[src/rtl/clk_group_gate_pkg.sv]
`timescale 1ns/1ps
package clk_group_gate_pkg;

    typedef enum logic {
        GS_RUN    = 1'b0,
        GS_PARKED = 1'b1
    } gate_state_e;

    typedef struct packed {
        gate_state_e st;
        logic        pend;
    } ctrl_flags_t;

    function automatic int cnt_bits(input int n);
        return (n <= 2) ? 1 : $clog2(n);
    endfunction

endpackage

[src/rtl/clk_group_stop_sync.sv]
`timescale 1ns/1ps
module clk_group_stop_sync #(
    parameter int SYNC_STAGES = 2
) (
    input  logic clk,
    input  logic rst,
    input  logic stop_n_async,
    output logic stop_req
);
    logic [SYNC_STAGES-1:0] sh_q;

    always_ff @(posedge clk) begin
        if (rst) sh_q <= '1;
        else     sh_q <= {sh_q[SYNC_STAGES-2:0], stop_n_async};
    end

    assign stop_req = ~sh_q[SYNC_STAGES-1];
endmodule

[src/rtl/clk_group_stop_ctrl.sv]
`timescale 1ns/1ps
module clk_group_stop_ctrl
    import clk_group_gate_pkg::*;
#(
    parameter int MIN_ON = 100
) (
    input  logic clk,
    input  logic rst,
    input  logic stop_req,
    output logic run_en
);
    localparam int CW = cnt_bits(MIN_ON);
    localparam logic [CW-1:0] LAST = CW'(MIN_ON - 1);

    ctrl_flags_t    fl_q;
    logic [CW-1:0]  cnt_q;
    logic           done;

    assign done = (cnt_q == LAST);

    always_ff @(posedge clk) begin
        if (rst) begin
            fl_q.st   <= GS_RUN;
            fl_q.pend <= 1'b0;
            cnt_q     <= '0;
        end else begin
            unique case (fl_q.st)
                GS_RUN: begin
                    if (!done) begin
                        cnt_q <= cnt_q + 1'b1;
                        if (stop_req) fl_q.pend <= 1'b1;
                    end else if (stop_req || fl_q.pend) begin
                        fl_q.st   <= GS_PARKED;
                        fl_q.pend <= 1'b0;
                    end
                end
                GS_PARKED: begin
                    if (!stop_req) begin
                        fl_q.st <= GS_RUN;
                        cnt_q   <= '0;
                    end
                end
                default: fl_q.st <= GS_RUN;
            endcase
        end
    end

    assign run_en = (fl_q.st == GS_RUN);
endmodule

[src/rtl/clk_group_gate_bank.sv]
`timescale 1ns/1ps
module clk_group_gate_bank #(
    parameter int GROUP_W = 3
) (
    input  logic               clk,
    input  logic               rst,
    input  logic               run_en,
    output logic               en_q,
    output logic               parked,
    output logic [GROUP_W-1:0] clk_out
);
    // enable moves only while clk is low
    always_ff @(negedge clk) begin
        if (rst) en_q <= 1'b1;
        else     en_q <= run_en;
    end

    always_ff @(posedge clk) begin
        if (rst) parked <= 1'b0;
        else     parked <= ~en_q;
    end

    for (genvar gi = 0; gi < GROUP_W; gi++) begin : g_out
        assign clk_out[gi] = clk & en_q;
    end
endmodule

[src/rtl/clk_group_gate.sv]
`timescale 1ns/1ps
module clk_group_gate #(
    parameter int GROUP_W     = 3,
    parameter int MIN_ON      = 100,
    parameter int SYNC_STAGES = 2
) (
    input  logic               clk_src,
    input  logic               rst,
    input  logic               stop_req_n,
    output logic [GROUP_W-1:0] clk_out,
    output logic               clk_free,
    output logic               parked
);
    logic stop_req;
    logic run_en;
    logic gate_en;

    clk_group_stop_sync #(.SYNC_STAGES(SYNC_STAGES)) u_sync (
        .clk          (clk_src),
        .rst          (rst),
        .stop_n_async (stop_req_n),
        .stop_req     (stop_req)
    );

    clk_group_stop_ctrl #(.MIN_ON(MIN_ON)) u_ctrl (
        .clk      (clk_src),
        .rst      (rst),
        .stop_req (stop_req),
        .run_en   (run_en)
    );

    clk_group_gate_bank #(.GROUP_W(GROUP_W)) u_bank (
        .clk     (clk_src),
        .rst     (rst),
        .run_en  (run_en),
        .en_q    (gate_en),
        .parked  (parked),
        .clk_out (clk_out)
    );

    assign clk_free = clk_src;
endmodule

[config.mk]
export PLATFORM = sky130hd
export DESIGN_NAME = clk_group_gate
export DESIGN_NICKNAME = d
export VERILOG_FILES = /design/src/rtl/clk_group_gate_pkg.sv /design/src/rtl/clk_group_stop_sync.sv /design/src/rtl/clk_group_stop_ctrl.sv /design/src/rtl/clk_group_gate_bank.sv /design/src/rtl/clk_group_gate.sv
export SDC_FILE = /design/constraint.sdc
export NUM_CORES = 1
export LEC_CHECK = 0
export BUFFER_PORTS_ARGS = -buffer_cell sky130_fd_sc_hd__clkbuf_2
export CORE_MARGIN = 10
export CORE_UTILIZATION = 30
export CTS_BUF_LIST = sky130_fd_sc_hd__clkbuf_2
export DETAILED_ROUTE_END_ITERATION = 12
export SYNTH_ARGS = -nofsm -noshare
export SYNTH_HDL_FRONTEND = slang
export SYNTH_HIERARCHICAL = 1
export SYNTH_SLANG_ARGS = --single-unit
[constraint.sdc]
create_clock -name clk_src -period 1.3 [get_ports clk_src]
set_input_delay 0.26 -clock clk_src [delete_from_list [all_inputs] [get_ports clk_src]]
set_output_delay 0.26 -clock clk_src [all_outputs]
set_load 0.02 [all_outputs]
==> summary.md <==
| Metric | Value |
|---|---|
| CP endpoint kind | output port |
| Final WS setup | -637 ps |
| IO buf count | 7 |
| Layout Nets | 97 |
| Largest net degree at the start of global routing | 13 |
| Mapped Avg Cell Area | 9.22 sq um |
| Final HPWL DP | 879 um |
| Antenna-violating nets left | 0 |
| Yosys reg bits | 13 |
| Iter 0 DRT Violations | 32 |
| Routed WL | 1450 um |
| Mapped Cells | 68 |
| Hold-fix buffer count after cts | 0 |
| Initial Utilization | 31.6% |
| Ys Warns | 6 |
| Gr ovfl total | 0 |
| # IOs | 8 |
| First-pass GRT wire length | 2240 um |
| Reg2Reg Depth | 2 |
| Die H | 65.7 um |
| Placer Congestion | 0.813 |
| Worst skew pair latency | 420 ps |
| Critical Path Start Type | flop |
| Cell Pwr Density | 1600 nW/um^2 |
| Net Count, Synth | 72 |
| DRC viols | 0 |
| Failing checks | negative setup slack |
| Crit path max fanout | 3 |
| Status | complete, but fails checks |
| Worst Setup SP | u_bank/en_q |
| Routed len/inst | 12.1 um |
| Count leader, synth | dfxtp_1 |
| Placed cell count | 105 |
| Primary FF master, synth | dfxtp_1 |
| Number of setup violations in the final report | 4 |
| Post-synthesis sequential area ratio | 41.5% |
| Layout cell share with drive strength beyond 1 | 46.2% |
| Most frequent cells after synthesis | dfxtp_1 (13), inv_1 (8), nor2_1 (6), a21oi_1 (4), or3_1 (4) |
| CTS tree | done |
| Non-Filler Instances | 120 |
| Die W | 65.7 um |
| Mapped cell area | 627 sq um |
| Clock transition at path regs | 110 ps |
| Final Hold Vio Count | 0 |
| Setup CP Type | reg -> out |
| Pins over their slew limit | 0 |
| Core area | 1980 sq um |
| RSZ-0062 raised after global routing | true |
| Post-synth ARST share | 0% |
| Data arrival time of the critical path | 1680 ps |
| Initial DRT Pass Iterations | 4 |
| Worst slew pin tran | 298 ps |
| Via count | 570 |
| Antenna violations before repair | 0 |
| Max-Cap Viols | 0 |
| DIE AREA | 4320 sq um |
| Vias in the first global route | 588 |
| Vias per inst | 4.75 |
| Worst reg2reg path endpoint | u_bank/en_q |
| VDD IR max | 1060 uV |
| RR Startpoint | u_ctrl/fl_q[1] |
| Layout Skew | 57.4 ps |
| Crit path to | clk_out[1] |
| Min-delay worst type | in -> reg |
| Slew margin rel. | 80.1% |
| Share of the synthesized area in the top cell type | 41.5% |
| Worst path required time | 1040 ps |
| EDFF count, synth | 0 |
| LEAKAGE | 0.351 nW |
| Distinct cell type count after synthesis | 26 |
| Global Route Usage Sum | 6.97% |
| Antenna cells | 0 |
| # rows | 16 |
| Core Util, Final | 43.6% |
| Register-to-register setup slack | 0 ps |
| Area contributors post-synth | dfxtp_1 (42%), inv_1 (4.8%), or3_1 (4.0%) |
| Synth area leader | dfxtp_1 |
| Synthesis-to-finish area growth | 37.9% |
==> worst max-delay path, cell delays in order, from the launching register on <==
cell,delay [ps]
dfxtp_2,330
and2_4,160
buf_6,120
==> layer usage <==
metal,vias to the layer above,track usage (%),share of wire [%]
li1,284,-,-
met1,259,6.64,40
met2,21,9.18,53
met3,6,5.59,5.3
met4,0,6.68,2.3
met5,-,0,0
==> sequential cells by signal (all words and copies together), names as in the netlist <==
signal,count
u_bank/parked,1
u_ctrl/fl_q,2
u_ctrl/cnt_q,7
u_bank/en_q,1
u_sync/sh_q,2
==> through the flow <==
stage	hold WS (ps)	power (mW)	cell area (sq um)	TNS, ps	setup WS [ps]
after floorplan	332	0.904	652	-635	-218
after global placement	387	0.842	728	-615	-197
after detailed placement	397	0.844	728	-646	-201
after CTS	53.3	1.31	783	-1970	-654
after global routing	71.4	1.47	865	-2210	-691
final	65.6	1.38	865	-1900	-637
==> worst min-delay path by stage <==
stage                endpoint  cells past startpoint  slack, ps      startpoint
6_report       u_sync/sh_q[0]                      2         70      stop_req_n
4_1_cts        u_sync/sh_q[0]                      2         50      stop_req_n
5_1_grt        u_sync/sh_q[0]                      2         70      stop_req_n
3_5_place_dp   u_sync/sh_q[1]                      1        400  u_sync/sh_q[0]
2_1_floorplan   u_bank/parked                      1        330             rst
3_3_place_gp   u_sync/sh_q[1]                      1        390  u_sync/sh_q[0]
==> area by class of cell <==
cell class	count	area [sq um]
clock buffer	13	83.8
fill	183	1120
clock inverter	1	3.75
sequential	13	265
timing repair buffer	17	124
inverter	7	26.3
tap	27	33.8
multi-input combinational	42	328
==> power breakdown <==
group          leakage (nW)  switching [mW]  internal, mW
registers             0.107          0.0110         0.412
clock network        0.0695           0.464         0.428
logic                 0.175          0.0312        0.0342
==> kinds of logic (layout without fill, tap and decap cells) <==
| logic type | count (synthesis) | in the layout | share of synthesized area, % |
|---|---|---|---|
| compound gates | 17 | 17 | 19.8 |
| flops | 13 | 13 | 41.5 |
| buf+inv | 13 | 38 | 12.0 |
| simple gates | 23 | 23 | 23.2 |
| mux | 1 | 1 | 1.60 |
| fa+ha+maj | 1 | 1 | 2.00 |
==> timing repair <==
item | 4_1_cts | 5_1_grt
buffers inserted | 0 | 6
setup endpoints to repair | 6 | 10
pin swaps | 0 | 6
resized for setup | 5 | 11
cloned | 0 | 0
==> cell usage in the layout, fill, tap and decap left out, types with 2 or more instances in the layout <==
cell	instances
dfxtp_2	4
dfxtp_1	9
clkbuf_2	12
buf_4	13
nand2_1	2
nor2_1	5
or3_1	4
a31oi_1	2
a21oi_1	4
inv_1	7
buf_6	4
o21ai_0	3
or2_1	3
o211ai_1	3
Note: power is estimated with default switching activity, not from simulation.
